[config.mk]
export PLATFORM = sky130hd
export DESIGN_NAME = tap_timer
export DESIGN_NICKNAME = d
export VERILOG_FILES = /design/src/rtl/tap_timer_pkg.sv /design/src/rtl/tap_timer_seq.sv /design/src/rtl/tap_timer_cnt.sv /design/src/rtl/tap_timer_out.sv /design/src/rtl/tap_timer.sv
export SDC_FILE = /design/constraint.sdc
export NUM_CORES = 1
export LEC_CHECK = 0
export CAP_MARGIN = 30
export CORE_ASPECT_RATIO = 0.8
export CORE_MARGIN = 8
export CORE_UTILIZATION = 50
export DETAILED_ROUTE_END_ITERATION = 10
export GPL_TIMING_DRIVEN = 0
export PLACE_DENSITY = 0.72
export SLEW_MARGIN = 25
export SYNTH_ARGS = -nofsm -noshare
export SYNTH_HDL_FRONTEND = slang
export SYNTH_SLANG_ARGS = --single-unit
[constraint.sdc]
create_clock -name clk -period 3.1 [get_ports clk]
set_clock_uncertainty 0.15 [all_clocks]
set_input_delay 0.62 -clock clk [delete_from_list [all_inputs] [get_ports clk]]
set_output_delay 0.62 -clock clk [all_outputs]
set_load 0.005 [all_outputs]
[src/rtl/tap_timer_pkg.sv]
package tap_timer_pkg;

    // State of the reset and arming sequencer
    typedef struct packed {
        logic pend;   // first cycle after power-on reset, auto start pending
        logic armed;  // a reset has been seen; counting allowed once it ends
    } seq_state_t;

    // Stage numbers start at 1; counter bits start at 0
    function automatic int unsigned stage_to_bit(input int unsigned stage);
        return stage - 1;
    endfunction

endpackage

[src/rtl/tap_timer_seq.sv]
module tap_timer_seq
    import tap_timer_pkg::*;
(
    input  logic clk,
    input  logic rst_n,
    input  logic auto_rst_dis,
    input  logic mreset,
    output logic clr_o,
    output logic run_o
);

    seq_state_t s_d, s_q;
    logic       clr;

    always_comb begin
        clr      = mreset | (s_q.pend & ~auto_rst_dis);
        s_d      = s_q;
        s_d.pend = 1'b0;
        if (clr) begin
            s_d.armed = 1'b1;
        end
    end

    always_ff @(posedge clk) begin
        if (!rst_n) begin
            s_q.pend  <= 1'b1;
            s_q.armed <= 1'b0;
        end else begin
            s_q <= s_d;
        end
    end

    assign clr_o = clr;
    assign run_o = s_q.armed & ~clr;

endmodule

[src/rtl/tap_timer_cnt.sv]
module tap_timer_cnt #(
    parameter int unsigned CNT_W = 16
) (
    input  logic             clk,
    input  logic             rst_n,
    input  logic             clr_i,
    input  logic             run_i,
    output logic [CNT_W-1:0] cnt_o
);

    typedef struct packed {
        logic [CNT_W-1:0] cnt;
    } cnt_state_t;

    cnt_state_t c_d, c_q;

    always_comb begin
        c_d = c_q;
        if (clr_i) begin
            c_d.cnt = '0;
        end else if (run_i) begin
            c_d.cnt = c_q.cnt + 1'b1;
        end
    end

    always_ff @(posedge clk) begin
        if (!rst_n) begin
            c_q.cnt <= '0;
        end else begin
            c_q <= c_d;
        end
    end

    assign cnt_o = c_q.cnt;

endmodule

[src/rtl/tap_timer_out.sv]
module tap_timer_out
    import tap_timer_pkg::*;
#(
    parameter int unsigned CNT_W    = 16,
    parameter int unsigned STG_SEL0 = 13,
    parameter int unsigned STG_SEL1 = 10,
    parameter int unsigned STG_SEL2 = 8,
    parameter int unsigned STG_SEL3 = 16
) (
    input  logic             clk,
    input  logic             rst_n,
    input  logic [CNT_W-1:0] cnt_i,
    input  logic             clr_i,
    input  logic [1:0]       tap_sel,
    input  logic             div_mode,
    input  logic             inv_out,
    output logic             flag_o,
    output logic             out_o
);

    localparam int unsigned NUM_TAPS = 4;
    localparam int unsigned TAP_BIT [NUM_TAPS] = '{
        stage_to_bit(STG_SEL0), stage_to_bit(STG_SEL1),
        stage_to_bit(STG_SEL2), stage_to_bit(STG_SEL3)
    };

    typedef struct packed {
        logic flag;
    } out_state_t;

    logic [NUM_TAPS-1:0] tap_vec;
    logic                tap_bit;
    out_state_t          o_d, o_q;

    for (genvar t = 0; t < NUM_TAPS; t++) begin : g_tap
        assign tap_vec[t] = cnt_i[TAP_BIT[t]];
    end

    always_comb begin
        tap_bit = tap_vec[tap_sel];
        o_d     = o_q;
        if (div_mode || clr_i) begin
            o_d.flag = 1'b0;
        end else if (tap_bit) begin
            o_d.flag = 1'b1;
        end
    end

    always_ff @(posedge clk) begin
        if (!rst_n) begin
            o_q.flag <= 1'b0;
        end else begin
            o_q <= o_d;
        end
    end

    assign flag_o = o_q.flag;
    assign out_o  = inv_out ^ (div_mode ? tap_bit : (o_q.flag | tap_bit));

endmodule

[src/rtl/tap_timer.sv]
module tap_timer #(
    parameter int unsigned CNT_W    = 16,
    parameter int unsigned STG_SEL0 = 13,
    parameter int unsigned STG_SEL1 = 10,
    parameter int unsigned STG_SEL2 = 8,
    parameter int unsigned STG_SEL3 = 16
) (
    input  logic       clk,
    input  logic       rst_n,
    input  logic       auto_rst_dis,
    input  logic       mreset,
    input  logic [1:0] tap_sel,
    input  logic       div_mode,
    input  logic       inv_out,
    output logic       tmr_out
);

    logic             clr;
    logic             run;
    logic             flag;
    logic [CNT_W-1:0] cnt;

    tap_timer_seq u_seq (
        .clk          (clk),
        .rst_n        (rst_n),
        .auto_rst_dis (auto_rst_dis),
        .mreset       (mreset),
        .clr_o        (clr),
        .run_o        (run)
    );

    tap_timer_cnt #(.CNT_W(CNT_W)) u_cnt (
        .clk   (clk),
        .rst_n (rst_n),
        .clr_i (clr),
        .run_i (run),
        .cnt_o (cnt)
    );

    tap_timer_out #(
        .CNT_W    (CNT_W),
        .STG_SEL0 (STG_SEL0),
        .STG_SEL1 (STG_SEL1),
        .STG_SEL2 (STG_SEL2),
        .STG_SEL3 (STG_SEL3)
    ) u_out (
        .clk      (clk),
        .rst_n    (rst_n),
        .cnt_i    (cnt),
        .clr_i    (clr),
        .tap_sel  (tap_sel),
        .div_mode (div_mode),
        .inv_out  (inv_out),
        .flag_o   (flag),
        .out_o    (tmr_out)
    );

endmodule

==> key figures <==
Die
  – Initial Util: a little over half
  – CORE AREA: ~1600 um^2
  – Site row count: 13
  – Die H: ~53 um
  – Die area: 3300 um^2
  – Die X: 62.2 um
  – Top-Level Pins: 9

Clock network
  – Clock sinks: 19
  – Clock transition at the registers of the reported paths: approximately 100 ps
  – Worst-Skew Late Latency: between 200 and 300 ps
  – CTS Root Cell: clkbuf_4
  – TritonCTS clock tree: yes
  – CTS max path bufs: 2
  – Number of buffers created by CTS: 3
  – CTS H-tree depth: 1

STA
  – Slew Limit Fails: 0
  – Worst-Margin Slew: 470 ps
  – Final setup viols: 0
  – Tmin final: roughly 2900 ps
  – Period utilization: 93.0%
  – Hold Slack: about 340 ps
  – Slew HR: between 60% and 70%
  – Hold Fails Final Rpt: 0
  – Fmax: about 350 MHz
  – Setup ws final: roughly 220 ps
  – RSZ-0062 raised after global routing: no

Min path
  – Worst min-delay path class: register to register

Detailed routing
  – Vias per cell: between 5 and 6
  – Final antenna-violating net count: 0
  – WL/cell: around 12 um
  – Violation count after the first detailed-routing iteration: 28
  – Vias: about 680
  – # DRC: 0
  – Detailed Route WL: 1610 um
  – Detailed Routing Iterations Pass 1: 4

Synth
  – Number of library cell types mapped by synthesis: 25
  – Syn avg cell area: about 8.9 um^2
  – Post-Syn Area: roughly 850 um^2
  – Synth Area in XOR/XNOR: a little under a tenth
  – Sequential share of the synthesized area: 44.5%
  – Adder-Cell Fraction of Synth Area: 1.46%
  – YS warnings: 0
  – Simple-gate share of the synthesized area: 27.7%
  – Post-synth net total: approximately 110
  – Synthesized flop and latch total: 19
  – Mux cell area share after synthesis: 3.81%
  – Syn Inst Count: between 90 and 100
  – Compound-Gate Fraction of Synth Area: between 8 and 9%
  – Largest family of logic cells by synthesized area: simple AND/OR/NAND/NOR gates

Pwr
  – Power density over cell area: 401 nW/um^2
  – Switching share of power: a little over a fifth
  – Psw: ~86 uW
  – Combinational share of power: under 10%
  – Max VDD drop: 0.267 mV
  – Power, Total: 397 uW
  – Clock share of power: between 30% and 40%
  – Seq pwr share: 62.4%
  – Pint: roughly 310 uW
  – Static Leak: slightly above 0.3 nW

Finish
  – Inserted Diodes: 0
  – Final nets: about 120
  – Area growth, synth to finish: 16.0%
  – Core Util, Final: around three fifths
  – Layout cells sized above 1: under 10%

Placement
  – Setup Slack @ Placement: -89.8 ps
  – DP HPWL: 1190 um
  – Port bufs: 8
  – RD Place Congestion: 0.788

Run status
  – Status: finished clean

GRT
  – Gr ovfl total: 0
  – First-pass GRT wire length: 2770 um
  – Antenna violations before repair: 0
  – Vias in the first global route: between 600 and 700
  – Largest net degree at the start of global routing: 11
  – Tot GR Track Use: between 10% and 20%

Worst setup path
  – Critical path peak fanout: 2
  – CP Capture Type: output pin
  – Critical setup path kind: primary input to output pin
  – Critical Path Start Type: primary input
  – Critical path data required time: ~2300 ps
  – Critical Path AT: between 2000 and 2500 ps

Run
  – Max-Cap Viols: 0
[flip-flops by register name, summed over array words and instances, names as in the netlist]
| name | flops |
|---|---|
| u_out.flag_o | 1 |
| u_cnt.cnt_o | 16 |
| u_seq.s_q | 2 |
[layout by cell type (no fill, tap or decap), types with 2 or more instances in the layout]
cell	count
nor4_1	2
inv_1	4
nand3_1	4
or3_1	8
clkbuf_4	3
a21oi_1	7
nor2_1	11
xor2_1	2
or4_1	2
dfxtp_1	19
nand2_1	4
clkbuf_1	4
xnor2_1	7
clkdlybuf4s50_1	7
nor3_1	3
o21ai_0	7
nand4_1	2
[worst max-delay path: stages]
cell	delay, ps
clkdlybuf4s50_1	480
mux4_2	520
a21oi_2	130
xnor2_1	120
dlygate4sd2_1	250
[cells by family (layout without fill, tap and decap cells)]
kind of cell / count (synthesis) / in the layout
buffers and inverters: 9 / 21
and+or+nand+nor: 41 / 41
AOI/OAI and AO/OA: 15 / 15
DFF: 19 / 19
adders and majority gates: 1 / 1
muxes: 2 / 2
xor gates and xnor gates: 9 / 9
[what timing repair did]
item	CTS	global route
buffers inserted	0	0
hold buffers	0	0
setup endpoints to repair	1	0
resized for setup	2	0
[routing by layer]
metal	track usage, %	vias up	share of wire [%]
li1	-	359	-
met1	12.6	311	48
met2	15.8	12	45
met3	5.05	2	5.7
met4	5.79	0	0.74
met5	0	-	0
[power groups by stage]
stage,Combinational (mW),Clock [mW],Sequential (mW)
finish,0.0268,0.123,0.248
detailed placement,0.0271,0,0.253
global placement,0.0267,0,0.253
global route,0.0293,0.143,0.248
floorplan,0.0137,0,0.253
CTS,0.0268,0.129,0.248
[final cells by class]
type	instances	area, um^2
multi-input combinational	68	439
timing repair buffer	8	78.8
clock buffer	4	26.3
buffer	5	23.8
fill	148	619
sequential	19	380
tap	22	27.5
inverter	4	15.0
[cells in the mapped netlist]
cell type,count,area (um^2)
nand2_1,4,15.0
buf_4,1,7.51
xnor2_1,7,61.3
buf_2,1,5.00
nor4_1,2,12.5
nand4_1,2,12.5
nor2_1,11,41.3
ha_1,1,12.5
clkbuf_1,3,11.3
mux2i_1,1,10.0
nand3_1,4,20.0
a21oi_1,8,40.0
dfxtp_1,19,380
nand2b_1,1,6.26
nor3_1,3,15.0
xor2_1,2,17.5
and2b_4,1,10.0
inv_1,4,15.0
nor4b_1,1,8.76
o21ai_0,7,35.0
mux4_2,1,22.5
or3_1,8,50.1
or4_1,2,15.0
nand4_4,1,21.3
and4_1,1,8.76
[per-stage QoR]
stage / instance area, um^2 / TNS (ps) / std cells
2_1_floorplan: 855 / 0 / 96
3_3_place_gp: 962 / -88.2 / 126
3_5_place_dp: 962 / -89.8 / 126
4_1_cts: 991 / 0 / 130
5_1_grt: 991 / 0 / 130
6_report: 991 / 0 / 130
[final timing paths]
kind / slack [ps] / to / cells past startpoint / startpoint
setup reg to reg: 1050 / u_cnt.cnt_o[12]$_SDFFE_PP0P_ / 6 / u_cnt.cnt_o[0]$_SDFFE_PP0P_
hold reg to reg: 340 / u_cnt.cnt_o[15]$_SDFFE_PP0P_ / 2 / u_cnt.cnt_o[15]$_SDFFE_PP0P_
hold / removal: 340 / u_cnt.cnt_o[15]$_SDFFE_PP0P_ / 2 / u_cnt.cnt_o[15]$_SDFFE_PP0P_
setup / recovery: 220 / tmr_out / 5 / tap_sel[1]
No activity file was read; power rests on OpenSTA's default activity.
